<file path="src/rtl/mck_pkg.sv">
package mck_pkg;
    // Width of each exception vector window, in address bits
    localparam int unsigned WIN_LG = 3;

    // Which window a read falls into
    typedef enum logic [1:0] {
        HIT_NONE = 2'd0,
        HIT_LOW  = 2'd1,
        HIT_HIGH = 2'd2
    } win_hit_e;
endpackage

</file>
<file path="src/rtl/mck_ack_decode.sv">
module mck_ack_decode
    import mck_pkg::*;
#(
    parameter int unsigned     ADDR_W  = 32,
    parameter logic [ADDR_W-1:0] LO_BASE = 'h0000_0200,
    parameter logic [ADDR_W-1:0] HI_BASE = 'hFFF0_0200
) (
    input  logic              rd_vld_i,
    input  logic [ADDR_W-1:0] rd_addr_i,
    output win_hit_e          hit_o
);
    localparam logic [ADDR_W-1:0] SPAN = ADDR_W'((1 << WIN_LG) - 1);

    logic in_lo;
    logic in_hi;

    always_comb begin
        in_lo = (rd_addr_i >= LO_BASE) && (rd_addr_i <= LO_BASE + SPAN);
        in_hi = (rd_addr_i >= HI_BASE) && (rd_addr_i <= HI_BASE + SPAN);
        hit_o = HIT_NONE;
        if (rd_vld_i) begin
            if (in_lo) begin
                hit_o = HIT_LOW;
            end else if (in_hi) begin
                hit_o = HIT_HIGH;
            end
        end
    end
endmodule

</file>
<file path="src/rtl/mck_src_qual.sv">
module mck_src_qual #(
    parameter int unsigned NUM_SRC = 4
) (
    input  logic [NUM_SRC-1:0] err_i,
    input  logic [NUM_SRC-1:0] src_en_i,
    input  logic               glb_en_i,
    input  logic [NUM_SRC-1:0] flag_clr_i,
    input  logic [NUM_SRC-1:0] flags_q_i,
    output logic [NUM_SRC-1:0] flags_d_o,
    output logic               raise_o
);
    logic [NUM_SRC-1:0] report;

    for (genvar k = 0; k < NUM_SRC; k++) begin : g_src
        always_comb begin
            report[k] = err_i[k] & src_en_i[k];
            // A new pulse takes priority over a clear in the same cycle
            flags_d_o[k] = err_i[k] | (flags_q_i[k] & ~flag_clr_i[k]);
        end
    end

    assign raise_o = glb_en_i & (|report);
endmodule

</file>
<file path="src/rtl/mck_req_ctrl.sv">
module mck_req_ctrl
    import mck_pkg::*;
#(
    parameter int unsigned       NUM_SRC = 4,
    parameter int unsigned       ADDR_W  = 32,
    parameter logic [ADDR_W-1:0] LO_BASE = 'h0000_0200,
    parameter logic [ADDR_W-1:0] HI_BASE = 'hFFF0_0200
) (
    input  logic               clk,
    input  logic               rst_n,
    input  logic [NUM_SRC-1:0] err_i,
    input  logic [NUM_SRC-1:0] src_en_i,
    input  logic               glb_en_i,
    input  logic               rom_remote_i,
    input  logic               rd_vld_i,
    input  logic [ADDR_W-1:0]  rd_addr_i,
    input  logic [NUM_SRC-1:0] flag_clr_i,
    output logic [NUM_SRC-1:0] flags_o,
    output logic               mcreq_o
);
    typedef struct packed {
        logic               req;
        logic [NUM_SRC-1:0] flags;
    } state_t;

    state_t             st_d;
    state_t             st_q;
    win_hit_e           hit;
    logic               raise;
    logic [NUM_SRC-1:0] flags_nx;
    logic               ack;

    mck_ack_decode #(
        .ADDR_W (ADDR_W),
        .LO_BASE(LO_BASE),
        .HI_BASE(HI_BASE)
    ) u_dec (
        .rd_vld_i (rd_vld_i),
        .rd_addr_i(rd_addr_i),
        .hit_o    (hit)
    );

    mck_src_qual #(
        .NUM_SRC(NUM_SRC)
    ) u_qual (
        .err_i     (err_i),
        .src_en_i  (src_en_i),
        .glb_en_i  (glb_en_i),
        .flag_clr_i(flag_clr_i),
        .flags_q_i (st_q.flags),
        .flags_d_o (flags_nx),
        .raise_o   (raise)
    );

    always_comb begin
        ack = (hit == HIT_LOW) || ((hit == HIT_HIGH) && !rom_remote_i);
        st_d = st_q;
        st_d.flags = flags_nx;
        // Raise dominates acknowledge so a coinciding error is not lost
        st_d.req = raise | (st_q.req & ~ack);
        if (!rst_n) begin
            st_d = '0;
        end
    end

    always_ff @(posedge clk) begin
        st_q <= st_d;
    end

    assign mcreq_o = st_q.req;
    assign flags_o = st_q.flags;
endmodule

</file>
<file path="config.mk">
export PLATFORM = sky130hd
export DESIGN_NAME = mck_req_ctrl
export DESIGN_NICKNAME = d
export VERILOG_FILES = /design/src/rtl/mck_pkg.sv /design/src/rtl/mck_ack_decode.sv /design/src/rtl/mck_src_qual.sv /design/src/rtl/mck_req_ctrl.sv
export SDC_FILE = /design/constraint.sdc
export NUM_CORES = 1
export LEC_CHECK = 0
export BUFFER_PORTS_ARGS = -buffer_cell sky130_fd_sc_hd__buf_2
export CORE_AREA = 8 8 45 47
export CTS_CLUSTER_DIAMETER = 100
export CTS_CLUSTER_SIZE = 28
export DETAILED_ROUTE_END_ITERATION = 8
export DIE_AREA = 0 0 53 55
export GPL_TIMING_DRIVEN = 0
export PLACE_DENSITY_LB_ADDON = 0.25
export SLEW_MARGIN = 10
export SYNTH_ARGS = -nofsm -noshare
export SYNTH_HDL_FRONTEND = slang
export SYNTH_SLANG_ARGS = --single-unit
</file>
<file path="constraint.sdc">
create_clock -name clk -period 1.5 [get_ports clk]
set_input_delay 0.3 -clock clk [delete_from_list [all_inputs] [get_ports clk]]
set_output_delay 0.3 -clock clk [all_outputs]
set_load 0.02 [all_outputs]
</file>
==> metrics, run 1 <==
final core occ 42.5%; number of global-route vias before repair around 500; clk slew on worst S/H paths roughly 0.04 ns; YS warnings 0; Hold WC Path Type input pin to flop; Final Net Count 139; CTS buffer count 3; Register-to-Register Path Depth 2; # resized after CTS 0; Fin. Hold Viols 0; crit end category flop; hpwl dp 1170 µm; worst-path maximum fanout 1; slew at the pin closest to its max-slew limit about 0.26 ns; Max-slew headroom just over 80%; RSZ-0062 raised after global routing false; clock buffer depth 2; Critical Path Source Type input pin; Setup TNS Final 0 ns; Final Cycle Share around four fifths; worst vdd ir ~430 µV; clk root buf clkbuf_4; MaxCap Viol Count 0; Data required, critical path roughly 1.6 ns; # hold bufs at CTS 0; syn_area_per_cell roughly 8.3 µm²; fillers ~160; Cell Pwr Density between 600 and 700 nW/µm²; DRT iter0 DRCs 3; worst skew pair latency roughly 0.24 ns; die outline height around 55 µm; gr usage total roughly 8.2%; WP data arrival roughly 1.3 ns; initial antenna violation count 0; ANT cells 0; Post-CTS Setup Inserts 0; Pleak between 0.0002 and 0.0003 µW; Max Fclk ~800 MHz; Cell variety after synth 14; number of instances in the placed design 101; Period minus WS final ~1.2 ns; DRC Markers 0; Routed Antenna Nets 0; Post-Route WL 1280 µm; Post-Syn Nets 84; layout cell share with drive strength beyond 1 60.7%; area of the core 1380 µm²; CTS H-tree lvls 1; die width ~53 µm; register area share after synthesis about 34%; Clock Skews 0 ns; flops & latches, synth 5; non-filler cells, final between 100 and 150; hold depth 2; largest net degree at the start of global routing 7; Starting Density 21.1%; status complete, no violations; final setup fails 0; die area ~2900 µm²; mean number of vias per cell around 4.6; Ports 54; First-pass DRT Iterations 2; Pins Over Slew Limit 0; Rows 14; critical path type input pin to flop; Routed WL per cell about 12 µm; CTS Sinks 5; IO buf count 50; first-pass GRT wire length roughly 1800 µm; CTS tree done; most frequent cells in the layout buf_2 (50), nor4_1 (6), dfxtp_1 (5), nor2b_1 (4), o21a_1 (4); cells after synthesis 35; total congestion overflow 0; area grow syn2layout 102%; synthesized cell area between 200 and 300 µm²; Routability Congestion 0.791; most common cell after layout, fill and taps aside buf_2; DR vias approximately 480
power breakdown:
group | leakage [µW] | switching [µW] | internal, µW
Sequential | 0.0000418 | 3.90 | 144
Combinational | 0.000243 | 46.5 | 63.2
Clock | 0.0000150 | 49.8 | 100
final cells by class:
class                           count  area [µm²]  area share, %
Multi-Input combinational cell     30         191           32.6
Timing Repair Buffer               50         250           42.6
Clock buffer                        4        26.3           4.47
Sequential cell                     5         100           17.0
Tap cell                           16        20.0           3.40
logic make-up after synthesis:
logic type      synth area share (%)
simple gates                    42.9
compound gates                  22.7
flops                           34.3
routing by layer:
layer	vias up	track usage, %	share of wire [%]
met2	26	12.9	51
met5	-	0	0
met3	0	4.55	13
li1	250	-	-
met1	205	8.35	35
met4	0	5.17	0
cell usage after synthesis (all sizes together):
library cell | number | area (µm²)
a211oi | 1 | 12.5
a221oi | 1 | 8.76
a22o | 1 | 8.76
dfxtp | 5 | 100
nand2 | 3 | 11.3
nand3 | 3 | 15.0
nand4 | 2 | 12.5
nand4b | 1 | 8.76
nor2 | 2 | 7.51
nor2b | 4 | 25.0
nor4 | 6 | 37.5
o21a | 4 | 30.0
o22ai | 1 | 6.26
or4 | 1 | 7.51
worst max-delay path: stages:
cell and delay (ns):
buf_2 0.09, nand4b_1 0.15, or4_1 0.49, a211oi_2 0.20
o22ai_1 0.09
state kept, by name, indices dropped and copies added (netlist names):
signal and cells:
flags_o 4, mcreq_o 1
final timing paths:
path                      from         end  slack [ns]
setup reg to reg    flags_o[3]  flags_o[3]        0.82
hold / removal        err_i[0]  flags_o[0]        0.29
hold reg to reg        mcreq_o     mcreq_o        0.48
setup / recovery  rom_remote_i     mcreq_o        0.29
through the flow:
step           setup WS, ns  hold WS, ns  area (µm²)  power (µW)
2_1_floorplan         0.197        0.418         292         185
3_3_place_gp         0.0212        0.466         562         258
3_5_place_dp         0.0195        0.476         562         260
4_1_cts               0.279        0.274         588         421
5_1_grt               0.241        0.284         588         437
6_report              0.286        0.285         588         407
(Power assumes the default switching activity.)
==> run 2, diff against run 1 <==
--- a/config.mk
+++ b/config.mk
@@ -6,11 +6,11 @@
 export NUM_CORES = 1
 export LEC_CHECK = 0
 export BUFFER_PORTS_ARGS = -buffer_cell sky130_fd_sc_hd__buf_2
-export CORE_AREA = 8 8 45 47
+export CORE_MARGIN = 8
+export CORE_UTILIZATION = 22
 export CTS_CLUSTER_DIAMETER = 100
 export CTS_CLUSTER_SIZE = 28
 export DETAILED_ROUTE_END_ITERATION = 8
-export DIE_AREA = 0 0 53 55
 export GPL_TIMING_DRIVEN = 0
 export PLACE_DENSITY_LB_ADDON = 0.25
 export SLEW_MARGIN = 10
==> constraint.sdc (replaced) <==
create_clock -name clk -period 1.1 [get_ports clk]
set_input_delay 0.22 -clock clk [delete_from_list [all_inputs] [get_ports clk]]
set_output_delay 0.22 -clock clk [all_outputs]
set_load 0.02 [all_outputs]
==> run 2 against run 1 <==
  * The flow now finishes with violations (setup timing)
  * Critical path depth is the same
  * Sequential share of layout area shrank 0.25 points
  * Wire length grew 1.6%
  * Clock-buffer cell count is the same
  * Sequential power grew 37%
==> metrics, run 2 (synthesized netlist as in run 1, its figures left out) <==
status finished with violations; failing checks setup timing; slew at the pin closest to its max-slew limit 0.255 ns; Fin. Hold Viols 0; worst skew pair latency ~0.24 ns; most common cell after layout, fill and taps aside buf_2; area of the core ~1300 µm²; area grow syn2layout 105%; mean number of vias per cell 4.79; CTS Sinks 5; Fin Hold WS slightly above 0.2 ns; R2R setup slack approximately 0.42 ns; Routed WL per cell ~13 µm; First-pass DRT Iterations 4; Max-slew headroom ~83%; Clk pwr share between 30% and 40%; Combinational Power Share a little over a quarter; CP max-delay cell or4_4; die area roughly 2700 µm²; Routability Congestion around 0.95; worst-path maximum fanout 1; layout cell share with drive strength beyond 1 slightly above 60%; Post-Route WL ~1300 µm; final instance area roughly 600 µm²; DRC Markers 0; Clock Skews 0 ns; delay-heaviest family, CP simple AND/OR/NAND/NOR gates; pre-CTS WS -0.288 ns; # hold bufs at CTS 0; Ports 54; Starting Density around 23%; ANT cells 0; IO buf count 50; Final Net Count ~140; Pleak slightly above 0.0003 µW; Period minus WS final around 1.1 ns; RSZ-0062 raised after global routing true; total congestion overflow 0; critical path buffer and inverter count 1; Data required, critical path 1.22 ns; internal power roughly 420 µW; largest net degree at the start of global routing 7; first-pass GRT wire length between 2000 and 2500 µm; most frequent cells in the layout buf_2 (49), nor4_1 (6), dfxtp_1 (5), nor2b_1 (4), o21a_1 (4); clk root buf clkbuf_4; Final Cycle Share 101%; NetSw approximately 150 µW; WP data arrival approximately 1.2 ns; placed inst area approximately 560 µm²; CTS tree done; critical path type input pin to flop; Cell Pwr Density between 900 and 1000 nW/µm²; clock buffer depth 2; hpwl dp around 1200 µm; number of global-route vias before repair 496; Tot Pwr 567 µW; Max Fclk roughly 900 MHz; worst vdd ir roughly 680 µV; Critical Path Source Type input pin; Crit path largest cell delay around 0.5 ns; DR vias roughly 500; final setup fails 1; slack of the critical path -0.0112 ns; Rows 13; final core occ roughly 47%; sequential share of power between 30% and 40%; CTS H-tree lvls 1; crit end category flop; Routed Antenna Nets 0; Pins Over Slew Limit 0; DRT iter0 DRCs 6; Largest register FFs 4; MaxCap Viol Count 0; initial antenna violation count 0; CP Cell Sequence buf_6 > nand4b_1 > or4_4 > a211oi_2 > o22ai_1; die outline height approximately 52 µm; gr usage total 9.88%; Sw Ratio 25.7%; Hold WC Path Type input pin to flop; clk slew on worst S/H paths around 0.04 ns; CTS buffer count 3; die width between 50 and 60 µm
-- run 2: final cells by class --
cell class / instances / area [µm²]
Timing Repair Buffer: 50 / 256
Fill cell: 132 / 672
Multi-Input combinational cell: 30 / 195
Sequential cell: 5 / 100
Clock buffer: 4 / 26.3
Tap cell: 15 / 18.8
-- run 2: what timing repair did --
item / 4_1_cts / 5_1_grt
gates resized for setup: 1 / 1
setup endpoints to repair: 1 / 1
setup buffers: 0 / 0
gates cloned: 0 / 0
-- run 2: worst paths after layout --
check	to	start	cells after the start
worst min register to register	mcreq_o	mcreq_o	2
worst max-delay path	mcreq_o	rom_remote_i	5
worst min-delay path	flags_o[1]	err_i[1]	2
worst max register to register	flags_o[0]	flags_o[0]	2
-- run 2: power groups by stage --
stage | Clock, µW | Sequential [µW] | Combinational [µW]
2_1_floorplan | 0 | 221 | 30.5
3_3_place_gp | 0 | 204 | 150
3_5_place_dp | 0 | 204 | 152
4_1_cts | 228 | 201 | 155
5_1_grt | 241 | 202 | 169
6_report | 213 | 201 | 153
-- run 2: per-layer routing --
metal	track usage, %	share of wire, %	wire length, µm	vias up
met3	7.10	18	239	4
li1	-	-	-	251
met5	0	0	0	-
met1	10.6	36	468	209
met4	5.17	1.1	14	0
met2	14.0	45	581	34
-- run 2: stage by stage --
stage               setup TNS (ns)  cells
floorplan                   -0.123     35
global placement            -0.287    100
detailed placement          -0.288    100
CTS                        -0.0163    104
global route               -0.0819    104
finish                     -0.0112    104
==> run 3, diff against run 2 <==
--- a/config.mk
+++ b/config.mk
@@ -13,6 +13,7 @@
 export DETAILED_ROUTE_END_ITERATION = 8
 export GPL_TIMING_DRIVEN = 0
 export PLACE_DENSITY_LB_ADDON = 0.25
+export RECOVER_POWER = 50
 export SLEW_MARGIN = 10
 export SYNTH_ARGS = -nofsm -noshare
 export SYNTH_HDL_FRONTEND = slang
==> constraint.sdc (replaced) <==
create_clock -name clk -period 0.94 [get_ports clk]
set_input_delay 0.188 -clock clk [delete_from_list [all_inputs] [get_ports clk]]
set_output_delay 0.188 -clock clk [all_outputs]
set_load 0.02 [all_outputs]
==> run 3 against run 2 <==
  * The run still ends with setup timing left
  * Critical path depth unchanged
  * Wire length increased by 0.46%
  * First-iteration DRC count unchanged
  * Register-to-register slack got worse by 0.18 ns
  * Clock skew unchanged
  * Design area increased by 2.1%
  * Core utilization increased by 0.99 points
  * Global-route usage unchanged
  * Non-clock buffer count unchanged
  * Sequential cell count unchanged
  * Clock power increased by 17%
  * Sequential share of layout area decreased by 0.14 points
  * Critical path type unchanged
  * Critical endpoint unchanged
  * Largest cell class unchanged
==> metrics, run 3 (synthesized netlist as in run 1, its figures left out) <==
status finished with violations; failing checks setup timing; First-pass DRT Iterations 4; Post-CTS Setup Inserts 0; final setup fails 1; MaxCap Viol Count 0; area grow syn2layout 109%; DRT iter0 DRCs 6; Routed WL per cell around 13 µm; clk slew on worst S/H paths roughly 0.05 ns; DRC Markers 0; worst vdd ir approximately 800 µV; CTS Sinks 5; Max Fclk between 900 and 1000 MHz; first-pass GRT wire length ~2100 µm; hpwl dp ~1200 µm; die width approximately 52 µm; end point of the critical path mcreq_o; # hold bufs at CTS 0; Routability Congestion ~0.95; CP startpoint rom_remote_i; Register-to-Register Path Depth 2; crit end category flop; DR vias just under 500; CTS tree done; R2R setup slack 0.24 ns; total congestion overflow 0; Largest register FFs 4; reg2reg end flags_o[1]; Max-slew headroom roughly 83%; layout cell share with drive strength beyond 1 62.9%; most frequent cells in the layout buf_2 (46), nor4_1 (6), nor2b_1 (4), o21a_1 (4), dfxtp_1 (4); slew at the pin closest to its max-slew limit 0.255 ns; Starting Density between 20% and 30%; CTS buffer count 3; Hold WC Path Type input pin to flop; area of the core approximately 1300 µm²; number of global-route vias before repair just under 500; Fin. Hold Viols 0; worst-path maximum fanout 1; RSZ-0062 raised after global routing true; Rows 13; Post-Route WL 1310 µm; pre-CTS WS -0.416 ns; slack of the critical path -0.139 ns; die area approximately 2700 µm²; Routed Antenna Nets 0; ANT cells 0; Final Cycle Share 115%; hold wc startpoint err_i[1]; gr usage total 9.88%; worst skew pair latency around 0.24 ns; mean number of vias per cell about 4.8; Pleak between 0.0003 and 0.0004 µW; IO buf count 50; initial antenna violation count 0; most common cell after layout, fill and taps aside buf_2; Clock Skews 0 ns; Critical Path Source Type input pin; Data required, critical path 1.06 ns; clk root buf clkbuf_4; Tot Pwr 673 µW; reg2reg start flags_o[1]; Period minus WS final ~1.1 ns; Final Net Count between 100 and 150; Cell Pwr Density ~1100 nW/µm²; WP data arrival approximately 1.2 ns; Pins Over Slew Limit 0; largest net degree at the start of global routing 7; clock buffer depth 2; fillers 128; die outline height about 52 µm; CTS H-tree lvls 1; Ports 54; critical path type input pin to flop
==> run 3: layout make-up <==
cell class	count	area, µm²	area share, %
timing repair buffer	50	268	43.9
multi-input combinational	30	195	32.0
sequential	5	101	16.6
clock buffer	4	26.3	4.31
tap	15	18.8	3.08
==> run 3: critical path, stage by stage <==
cell and delay (ns):
buf_6 0.09, nand4b_1 0.15, or4_4 0.49, a211oi_2 0.19, o22ai_1 0.09
==> run 3: power by group <==
part / internal [µW] / switching, µW / total, µW
registers: 229 / 6.93 / 236
logic: 111 / 76.2 / 187
clock network: 161 / 89.2 / 250
==> run 3: worst min path at each step <==
| stage | to | slack [ns] | cells past startpoint |
|---|---|---|---|
| detailed placement | flags_o[2] | 0.42 | 2 |
| global route | flags_o[3] | 0.17 | 2 |
| global placement | flags_o[1] | 0.42 | 2 |
| CTS | flags_o[1] | 0.16 | 2 |
| floorplan | flags_o[0] | 0.31 | 1 |
| finish | flags_o[1] | 0.17 | 2 |
==> run 3: layer usage <==
layer | vias up | global-route usage, % | routed length (µm)
li1 | 251 | - | -
met3 | 4 | 7.10 | 252
met5 | - | 0 | 0
met1 | 207 | 10.6 | 461
met4 | 0 | 5.17 | 14
met2 | 34 | 14.0 | 582
==> run 3: what timing repair did <==
action,4_1_cts,5_1_grt
endpoints found under the setup margin,1,4
gates resized for setup,1,6
cloned,0,0
==> run 3: through the flow <==
step	std cells	instance area, µm²	TNS (ns)	hold slack [ns]	utilization (%)
3_3_place_gp	100	561	-0.415	0.419	44.2
2_1_floorplan	35	292	-0.251	0.306	-
5_1_grt	104	609	-0.210	0.167	48.0
6_report	104	609	-0.139	0.170	48.0
3_5_place_dp	100	561	-0.416	0.418	44.2
4_1_cts	104	593	-0.144	0.159	46.7
